--- config.mk ---
export PLATFORM = sky130hd
export DESIGN_NAME = regxfer_seq
export DESIGN_NICKNAME = d
export VERILOG_FILES = /design/src/rtl/regxfer_pkg.sv /design/src/rtl/regxfer_fsm.sv /design/src/rtl/regxfer_stat.sv /design/src/rtl/regxfer_cmd.sv /design/src/rtl/regxfer_seq.sv
export SDC_FILE = /design/constraint.sdc
export NUM_CORES = 1
export LEC_CHECK = 0
export BUFFER_PORTS_ARGS = -buffer_cell sky130_fd_sc_hd__buf_2
export CELL_PAD_IN_SITES_DETAIL_PLACEMENT = 1
export CELL_PAD_IN_SITES_GLOBAL_PLACEMENT = 1
export CORE_ASPECT_RATIO = 1.25
export CORE_MARGIN = 1.5
export CORE_UTILIZATION = 36
export CTS_BUF_LIST = sky130_fd_sc_hd__clkbuf_8
export CTS_CLUSTER_SIZE = 14
export DETAILED_ROUTE_END_ITERATION = 10
export PLACE_DENSITY = 0.75
export SLEW_MARGIN = 20
export SYNTH_ARGS = -nofsm -noshare
export SYNTH_HDL_FRONTEND = slang
export SYNTH_SLANG_ARGS = --single-unit
--- constraint.sdc ---
create_clock -name clk -period 1.67 [get_ports clk]
set_input_delay 0.4175 -clock clk [delete_from_list [all_inputs] [get_ports clk]]
set_output_delay 0.4175 -clock clk [all_outputs]
set_load 0.01 [all_outputs]
--- src/rtl/regxfer_pkg.sv ---
package regxfer_pkg;

  // Byte-engine command codes; values are visible on the bc_cmd port.
  typedef enum logic [2:0] {
    BC_NOP   = 3'd0,
    BC_START = 3'd1,
    BC_STOP  = 3'd2,
    BC_WRITE = 3'd3,
    BC_READ  = 3'd4
  } bc_cmd_e;

  typedef enum logic [3:0] {
    S_IDLE,
    S_WADDR,
    S_WREG,
    S_WDATA,
    S_WSTOP,
    S_RADDR0,
    S_RREG,
    S_RADDR1,
    S_RDATA,
    S_RSTOP,
    S_ESTOP
  } seq_state_e;

endpackage

--- src/rtl/regxfer_fsm.sv ---
module regxfer_fsm
  import regxfer_pkg::*;
(
  input  logic       clk,
  input  logic       rst_n,
  input  logic       req_valid,
  input  logic       req_rd,
  input  logic       bc_done,
  input  logic       bc_nack,
  input  logic       bc_arb,
  output seq_state_e state,
  output logic       accept,
  output logic       finish,
  output logic       capture,
  output logic       nack_hit,
  output logic       arb_hit
);

  seq_state_e state_nx;
  logic       active;
  logic       is_addr;

  assign active  = (state != S_IDLE);
  assign is_addr = (state == S_WADDR) || (state == S_RADDR0) || (state == S_RADDR1);

  always_comb begin
    state_nx = state;
    if (!active) begin
      if (req_valid) state_nx = req_rd ? S_RADDR0 : S_WADDR;
    end else if (bc_arb) begin
      state_nx = S_IDLE;
    end else if (bc_done) begin
      if (is_addr && bc_nack) begin
        state_nx = S_ESTOP;
      end else begin
        unique case (state)
          S_WADDR:  state_nx = S_WREG;
          S_WREG:   state_nx = S_WDATA;
          S_WDATA:  state_nx = S_WSTOP;
          S_RADDR0: state_nx = S_RREG;
          S_RREG:   state_nx = S_RADDR1;
          S_RADDR1: state_nx = S_RDATA;
          S_RDATA:  state_nx = S_RSTOP;
          default:  state_nx = S_IDLE;   // stop states
        endcase
      end
    end
  end

  assign accept   = !active && req_valid;
  assign finish   = active && (state_nx == S_IDLE);
  assign capture  = (state == S_RDATA) && bc_done && !bc_arb;
  assign nack_hit = (state_nx == S_ESTOP) && (state != S_ESTOP);
  assign arb_hit  = active && bc_arb;

  always_ff @(posedge clk or negedge rst_n) begin
    if (!rst_n) state <= S_IDLE;
    else        state <= state_nx;
  end

endmodule

--- src/rtl/regxfer_stat.sv ---
module regxfer_stat #(
  parameter int DEV_W  = 7,
  parameter int BYTE_W = DEV_W + 1
) (
  input  logic              clk,
  input  logic              rst_n,
  input  logic              accept,
  input  logic              finish,
  input  logic              capture,
  input  logic              nack_hit,
  input  logic              arb_hit,
  input  logic [DEV_W-1:0]  req_dev,
  input  logic [BYTE_W-1:0] req_reg,
  input  logic [BYTE_W-1:0] req_wdata,
  input  logic [BYTE_W-1:0] bc_rxd,
  output logic [DEV_W-1:0]  lat_dev,
  output logic [BYTE_W-1:0] lat_reg,
  output logic [BYTE_W-1:0] lat_wdata,
  output logic [BYTE_W-1:0] rdata,
  output logic              err_nack,
  output logic              arb_lost,
  output logic              done
);

  // Request fields, loaded only on acceptance.
  always_ff @(posedge clk or negedge rst_n) begin
    if (!rst_n) begin
      lat_dev   <= '0;
      lat_reg   <= '0;
      lat_wdata <= '0;
    end else if (accept) begin
      lat_dev   <= req_dev;
      lat_reg   <= req_reg;
      lat_wdata <= req_wdata;
    end
  end

  always_ff @(posedge clk or negedge rst_n) begin
    if (!rst_n)       rdata <= '0;
    else if (capture) rdata <= bc_rxd;
  end

  always_ff @(posedge clk or negedge rst_n) begin
    if (!rst_n) begin
      err_nack <= 1'b0;
      arb_lost <= 1'b0;
    end else begin
      if (accept)        err_nack <= 1'b0;
      else if (nack_hit) err_nack <= 1'b1;
      if (accept)        arb_lost <= 1'b0;
      else if (arb_hit)  arb_lost <= 1'b1;
    end
  end

  always_ff @(posedge clk or negedge rst_n) begin
    if (!rst_n) done <= 1'b0;
    else        done <= finish;
  end

endmodule

--- src/rtl/regxfer_cmd.sv ---
module regxfer_cmd
  import regxfer_pkg::*;
#(
  parameter int DEV_W  = 7,
  parameter int BYTE_W = DEV_W + 1
) (
  input  seq_state_e        state,
  input  logic [DEV_W-1:0]  lat_dev,
  input  logic [BYTE_W-1:0] lat_reg,
  input  logic [BYTE_W-1:0] lat_wdata,
  output bc_cmd_e           cmd,
  output logic              sta,
  output logic              sto,
  output logic [BYTE_W-1:0] txd,
  output logic              mack
);

  always_comb begin
    cmd  = BC_NOP;
    sta  = 1'b0;
    sto  = 1'b0;
    txd  = '0;
    mack = 1'b0;
    unique case (state)
      S_WADDR, S_RADDR0: begin
        cmd = BC_WRITE;
        sta = 1'b1;
        txd = {lat_dev, 1'b0};
      end
      S_RADDR1: begin
        cmd = BC_WRITE;
        sta = 1'b1;
        txd = {lat_dev, 1'b1};
      end
      S_WREG, S_RREG: begin
        cmd = BC_WRITE;
        txd = lat_reg;
      end
      S_WDATA: begin
        cmd = BC_WRITE;
        txd = lat_wdata;
      end
      S_RDATA: begin
        cmd  = BC_READ;
        mack = 1'b1;                 // last byte: answer with NACK
      end
      S_WSTOP, S_RSTOP, S_ESTOP: begin
        cmd = BC_STOP;
        sto = 1'b1;
      end
      default: ;
    endcase
  end

endmodule

--- src/rtl/regxfer_seq.sv ---
module regxfer_seq
  import regxfer_pkg::*;
#(
  parameter int DEV_W = 7,
  localparam int BYTE_W = DEV_W + 1
) (
  input  logic              clk,
  input  logic              rst_n,
  input  logic              req_valid,
  input  logic              req_rd,
  input  logic [DEV_W-1:0]  req_dev,
  input  logic [BYTE_W-1:0] req_reg,
  input  logic [BYTE_W-1:0] req_wdata,
  output logic              busy,
  output logic              done,
  output logic [BYTE_W-1:0] rdata,
  output logic              err_nack,
  output logic              arb_lost,
  output logic [2:0]        bc_cmd,
  output logic              bc_sta,
  output logic              bc_sto,
  output logic [BYTE_W-1:0] bc_txd,
  output logic              bc_mack,
  input  logic              bc_done,
  input  logic              bc_nack,
  input  logic [BYTE_W-1:0] bc_rxd,
  input  logic              bc_arb
);

  seq_state_e        state;
  bc_cmd_e           cmd;
  logic              accept, finish, capture, nack_hit, arb_hit;
  logic [DEV_W-1:0]  lat_dev;
  logic [BYTE_W-1:0] lat_reg, lat_wdata;

  regxfer_fsm u_fsm (
    .clk      (clk),
    .rst_n    (rst_n),
    .req_valid(req_valid),
    .req_rd   (req_rd),
    .bc_done  (bc_done),
    .bc_nack  (bc_nack),
    .bc_arb   (bc_arb),
    .state    (state),
    .accept   (accept),
    .finish   (finish),
    .capture  (capture),
    .nack_hit (nack_hit),
    .arb_hit  (arb_hit)
  );

  regxfer_stat #(.DEV_W(DEV_W), .BYTE_W(BYTE_W)) u_stat (
    .clk      (clk),
    .rst_n    (rst_n),
    .accept   (accept),
    .finish   (finish),
    .capture  (capture),
    .nack_hit (nack_hit),
    .arb_hit  (arb_hit),
    .req_dev  (req_dev),
    .req_reg  (req_reg),
    .req_wdata(req_wdata),
    .bc_rxd   (bc_rxd),
    .lat_dev  (lat_dev),
    .lat_reg  (lat_reg),
    .lat_wdata(lat_wdata),
    .rdata    (rdata),
    .err_nack (err_nack),
    .arb_lost (arb_lost),
    .done     (done)
  );

  regxfer_cmd #(.DEV_W(DEV_W), .BYTE_W(BYTE_W)) u_cmd (
    .state    (state),
    .lat_dev  (lat_dev),
    .lat_reg  (lat_reg),
    .lat_wdata(lat_wdata),
    .cmd      (cmd),
    .sta      (bc_sta),
    .sto      (bc_sto),
    .txd      (bc_txd),
    .mack     (bc_mack)
  );

  assign bc_cmd = cmd;
  assign busy   = (state != S_IDLE);

endmodule

==> results.toml, run 1 <==
[yosys]
netlist_area_um2 = 1900
avgSynthCellArea_um2 = 12.6
yosysWarnings = 0
ys_ff_latch = 38
synth-xor-area-share = 0.00462
synth_simple_gate_area_frac = 0.114
synth_edf_count = 0
seq_area_frac_synth = 0.502
synth_fa_ha_area_frac = 0
synthArstFlopShare = 1.00
netlist_instances = 150
synthMuxAreaShare = 0.190
synth.distinct_cells = 40
synth_top_family_by_area = "multiplexers"
synth_compound_area_frac = 0.125
syn_nets = 188
synth_ff_type = "dfrtp_1"

[sta]
setup_tns_ns = -5.31
timing.fmax_mhz = 471
slew_violations = 0
fin_ws_ns = -0.454
hold_violations = 0
rsz0062_at_grt = "yes"
finalCriticalPeriod_ns = 2.12
finClkSkew_ns = 0.00791
setup_viol = 33
tightestPinTransition_ns = 0.434
fin_crit_sh = 1.27
fin_hold_ws_ns = 0.0527
maxSlewHeadroom = 0.711

[layout]
nets = 274
nFillCells = 570
finalInstanceArea_um2 = 2690
instances_no_fill = 299
diodes = 0
final_cell_mix = "buf_2, dfrtp_1, mux2_2"
utilization = 0.530
final_common_cell = "buf_2"
drive_gt1_frac = 0.662
area_growth_pct = 42.1

[die]
die_height_um = 84.1
core_area_um2 = 5080
dieArea_um2 = 5710
chipWidth_um = 67.9
start_util = 0.373
ios = 64
rows = 29

[power]
sw_frac_of_total = 0.340
internal_power_mw = 3.06
finalPower_mw = 4.64
p_seq_frac = 0.335
power_frac_clock = 0.168
power_switching_mw = 1.58
p_comb_frac = 0.497
power_leakage_nw = 1.37
power.density_nw_per_um2 = 1720
peakVddDrop_mv = 0.790

[critical_path]
cp-end-kind = "output port"
r2r-end = "u_stat.err_nack"
reg2reg_from = "u_fsm.state[1]"
crit_path_start_kind = "flip-flop"
critPathArrivalTime_ns = 1.71
crit_required_ns = 1.25
critical_path_class = "flip-flop to output port"
reg2regPathDepth = 7
path_max_fanout = 8
r2r_setup_slack_ns = -0.04

[placed_design]
placed_cells = 285
dpl-instance-area_um2 = 2400
io_buffers = 63
hpwl_um = 3500
place_congestion = 0.806
place_ws_ns = -0.263

[global_route]
grt_pass1_wl_um = 7920
grt_overflow = 0
grt_usage = 0.184
grt_pass1_vias = 1648
grt_max_degree = 27
antenna_found_initial = 0

[drt]
wirelength_um = 4840
via_count = 1535
wl_per_cell_um = 16.2
drc = 0
drt_iter0_drc = 53
ant_nets = 0
via_per_inst = 5.13
first_pass_iters = 4

[clocking]
cts_tree = "done"
holdBufCountCts = 0
cts_buffers = 5
worstSkewPairLatency_ns = 0.29
clk_pin_slew_ns = 0.08
clockRootBuffer = "clkbuf_8"
htree_levels = 2
clk_path_buf_depth = 2
clock-sinks = 38

[hold_path]
hold_path.class = "primary input to async pin"

[status]
violations = "setup timing"
status = "finished with violations"

[job]
drv_cap = 0
-- power groups by stage --
stage	registers (mW)	clock network [mW]	logic [mW]
CTS	1.55	0.803	2.16
detailed placement	1.57	0	2.03
finish	1.56	0.777	2.30
global route	1.61	0.844	2.51
global placement	1.54	0	1.98
floorplan	1.54	0	1.31
-- cells by family after synthesis --
kind of cell,count (synthesis)
and+or+nand+nor,30
AOI/OAI and AO/OA,29
muxes,32
DFF,38
xor gates and xnor gates,1
buffers and inverters,20
-- cell usage after synthesis (2+ instances only) --
| master | instances | area [um^2] |
|---|---|---|
| a211o_1 | 2 | 17.5 |
| dfrtp_1 | 38 | 951 |
| mux2_2 | 32 | 360 |
| buf_2 | 3 | 15.0 |
| nor3_1 | 3 | 15.0 |
| a21oi_1 | 4 | 20.0 |
| nand2_1 | 4 | 15.0 |
| inv_1 | 11 | 41.3 |
| buf_6 | 2 | 22.5 |
| and3b_2 | 2 | 20.0 |
| a31oi_1 | 2 | 12.5 |
| nor2_1 | 6 | 22.5 |
| a211oi_1 | 2 | 15.0 |
| o21ai_0 | 3 | 15.0 |
| and2b_2 | 3 | 26.3 |
| a222oi_1 | 7 | 70.1 |
| clkbuf_8 | 3 | 41.3 |
-- what timing repair did --
action,4_1_cts,5_1_grt
setup endpoints to repair,23,48
setup buffers,3,3
gates cloned,0,0
pin swaps,10,13
gates resized for setup,14,16
-- critical path: stages, from the launching register on --
cell and delay, ns:
dfrtp_1 0.40, and2b_2 0.27, nor3b_4 0.06, buf_12 0.13, a222oi_1 0.34, inv_1 0.07
buf_2 0.14
-- worst max path at each step --
stage                           end      startpoint  depth (start not counted)  slack (ns)
final                     bc_txd[5]  u_fsm.state[2]                          6       -0.45
after global routing      bc_txd[6]  u_fsm.state[2]                          6       -0.60
after CTS                 bc_txd[5]  u_fsm.state[1]                          5       -0.40
after detailed placement  bc_txd[4]  u_fsm.state[3]                          5       -0.26
after global placement    bc_txd[2]  u_fsm.state[3]                          5       -0.20
after floorplan           bc_txd[1]  u_fsm.state[1]                          6       -0.17
-- layer usage --
layer	part of all wire	track usage	up-vias	wire length, um
li1	-	-	720	-
met4	0.016	0.0691	0	78
met1	0.38	0.220	769	1850
met3	0.050	0.0389	6	241
met2	0.55	0.318	40	2670
met5	0	0	-	0
-- area by class of cell --
cell class | count | area [um^2] | area share
timing repair buffer | 88 | 592 | 0.220
clock inverter | 3 | 45.0 | 0.0167
tap | 62 | 77.6 | 0.0288
multi-input combinational | 92 | 917 | 0.340
clock buffer | 5 | 68.8 | 0.0255
sequential | 38 | 952 | 0.353
inverter | 11 | 41.3 | 0.0153
(Power assumes the default switching activity.)
==> run 2: changes to the inputs <==
- CELL_PAD_IN_SITES_DETAIL_PLACEMENT: 1 -> 0
- CELL_PAD_IN_SITES_GLOBAL_PLACEMENT: 1 -> 2
- CORE_UTILIZATION: 36 -> 31
- PLACE_DENSITY: 0.75 -> 0.76
- SYNTH_HIERARCHICAL: default -> 1
==> run 2 against run 1 <==
  * The flow still finishes with violations (setup timing)
  * Setup slack improved by 0.039 ns
  * Clock skew down 0.00067 ns
  * Synthesized cell count down 0.67%
  * Critical path depth stayed put
  * Clock power rose by 0.8%
  * Sequential power increased by 4%
  * Sequential cell count unchanged
  * Die area increased by 22%
  * Sequential share of layout area shrank 4.4 points
  * Count of clock-buffer cells in the layout is 1 higher
  * Worst hold slack better by 0.31 ns
  * Critical path type unchanged
  * Critical endpoint unchanged
  * Largest cell class is now multi-input gates
==> results.toml, run 2 <==
[hold_path]
hold_path.class = "primary input to flip-flop"
hold_start = "bc_rxd[3]"

[layout]
nFillCells = 548
final_cell_mix = "buf_2, buf_4, dfrtp_1"
final_common_cell = "buf_2"
area_growth_pct = 53.3
utilization = 0.497
diodes = 0
drive_gt1_frac = 0.682
instances_no_fill = 346
nets = 298

[critical_path]
cpLargestDelayFamily = "buffers and inverters"
reg2reg_from = "u_fsm/state[0]"
cp-end-kind = "output port"
critical_path_class = "flip-flop to output port"
crit_path_start_kind = "flip-flop"
path_cells = "buf_12 > nor4bb_4 > buf_4 > and2_4 > a221o_1 > buf_2"
cp_num_buf_inv = 3
critPathArrivalTime_ns = 1.67
worst_path_max_delay_cell = "dfrtp_2"
path_max_fanout = 7
crit_start = "u_fsm/state[0]"
crit_required_ns = 1.25
cpPeakStageDelay_ns = 0.43

[sta]
tightestPinTransition_ns = 0.233
finalCriticalPeriod_ns = 2.09
maxSlewHeadroom = 0.843
fin_ws_ns = -0.415
fin_crit_sh = 1.25
timing.fmax_mhz = 480
hold_violations = 0
slew_violations = 0
setup_viol = 50
rsz0062_at_grt = "yes"
finClkSkew_ns = 0.00724

[die]
chipWidth_um = 75.1
rows = 32
dieArea_um2 = 6990
die_height_um = 93.1
core_area_um2 = 6210
start_util = 0.324
ios = 64

[clocking]
cts_buffers = 5
htree_levels = 2
clockRootBuffer = "clkbuf_8"
clock-sinks = 38
clk_path_buf_depth = 2
clk_pin_slew_ns = 0.07
cts_tree = "done"
worstSkewPairLatency_ns = 0.28

[global_route]
use_met2 = 0.246
busiest_layer = "met2"
grt_pass1_wl_um = 7820
antenna_found_initial = 0
grt_overflow = 0
grt_pass1_vias = 1629
use_met1 = 0.196
met3_usage = 0.0237
grt_max_degree = 33
grt_usage = 0.147

[power]
power_leakage_nw = 1.52
finalPower_mw = 5.41
power.density_nw_per_um2 = 1750
peakVddDrop_mv = 0.755

[job]
drv_cap = 0

[placed_design]
place_congestion = 0.751
placed_cells = 317
place_ws_ns = -0.166
hpwl_um = 3440
io_buffers = 63

[yosys]
netlist_instances = 149
synthArstFlopShare = 1.00
synth_ff_type = "dfrtp_1"
synth_most_common_cell = "dfrtp_1"
yosysWarnings = 6
ys_ff_latch = 38
avgSynthCellArea_um2 = 13.5
synth_edf_count = 0
seq_area_frac_synth = 0.472
synth.distinct_cells = 46
netlist_area_um2 = 2010
synth_top_cell_by_area = "dfrtp_1"
synthTopCellsByArea = "dfrtp_1, mux2_4, mux2_2"
yosysTopAreaCellShare = 0.472
synth.top_cells.by_count = "dfrtp_1, mux2_4, mux2_2"
syn_nets = 187

[drt]
ant_nets = 0
drc = 0
via_count = 1596
first_pass_iters = 4
wl_per_cell_um = 14.5
via_per_inst = 4.61
drt_iter0_drc = 66
wirelength_um = 5010

[status]
violations = "setup timing"
status = "finished with violations"
[run 2: cell count changes in the layout (fill, tap and decap cells not counted), moves of 3 or more]
cell,before,now
a221o_1,0,7
mux2_4,0,26
and2b_2,3,0
inv_1,11,1
nor3_2,3,0
a222oi_1,7,0
and2_1,0,6
buf_4,16,37
mux2_2,32,6
buf_2,59,62
buf_16,0,3
a21oi_1,4,1
[run 2: kinds of logic after synthesis]
logic type | Yosys count | synth area share
flops | 38 | 0.472
mux | 33 | 0.218
simple gates | 41 | 0.147
compound gates | 26 | 0.114
buf+inv | 11 | 0.0491
[run 2: final cells by class]
class	count	area (um^2)	area share
well taps	85	106	0.0345
multi-input cells	100	1070	0.345
repair buffers	114	840	0.272
clock buffers	6	82.6	0.0268
flip-flops and latches	38	955	0.309
clock inverters	2	33.8	0.0109
inverters	1	3.75	0.00122
[run 2: path summary, 6_finish.rpt]
| path | to | slack (ns) | depth (start not counted) |
|---|---|---|---|
| min reg2reg | u_stat/arb_lost | 0.50 | 1 |
| min | u_stat/rdata[3] | 0.37 | 2 |
| max in group asynchronous | u_fsm/state[2] | 0.73 | 3 |
| min in group asynchronous | u_stat/lat_dev[2] | 0.51 | 2 |
| max reg2reg | u_stat/rdata[0] | -0.34 | 6 |
| max | bc_txd[5] | -0.42 | 6 |
[run 2: per-stage QoR]
stage,cell area (um^2),hold slack [ns],setup TNS [ns]
global route,3090,0.358,-13.90
global placement,2620,0.268,-2.64
floorplan,2040,0.122,-1.57
finish,3090,0.365,-11.33
CTS,3000,0.356,-12.20
detailed placement,2620,0.275,-3.09
[run 2: what timing repair did]
action                                  4_1_cts  5_1_grt
cloned                                        3        0
endpoints found under the setup margin       48       50
pin swaps                                     6       11
hold buffers                                  1        0
setup buffers                                12        6
resized for setup                            23       12
hold endpoints to repair                      6        0
[run 2: metal layers]
layer | wire (um) | vias up
met5 | 0 | -
met4 | 31 | 0
met3 | 168 | 2
met2 | 2570 | 38
met1 | 2250 | 773
li1 | - | 783
[run 2: where the power goes]
part | total [mW] | switching, mW | leakage [nW] | internal, mW
clock network | 0.783 | 0.302 | 0.0626 | 0.481
registers | 1.63 | 0.262 | 0.464 | 1.37
logic | 3.00 | 1.14 | 0.990 | 1.86
total | 5.41 | 1.71 | 1.52 | 3.70
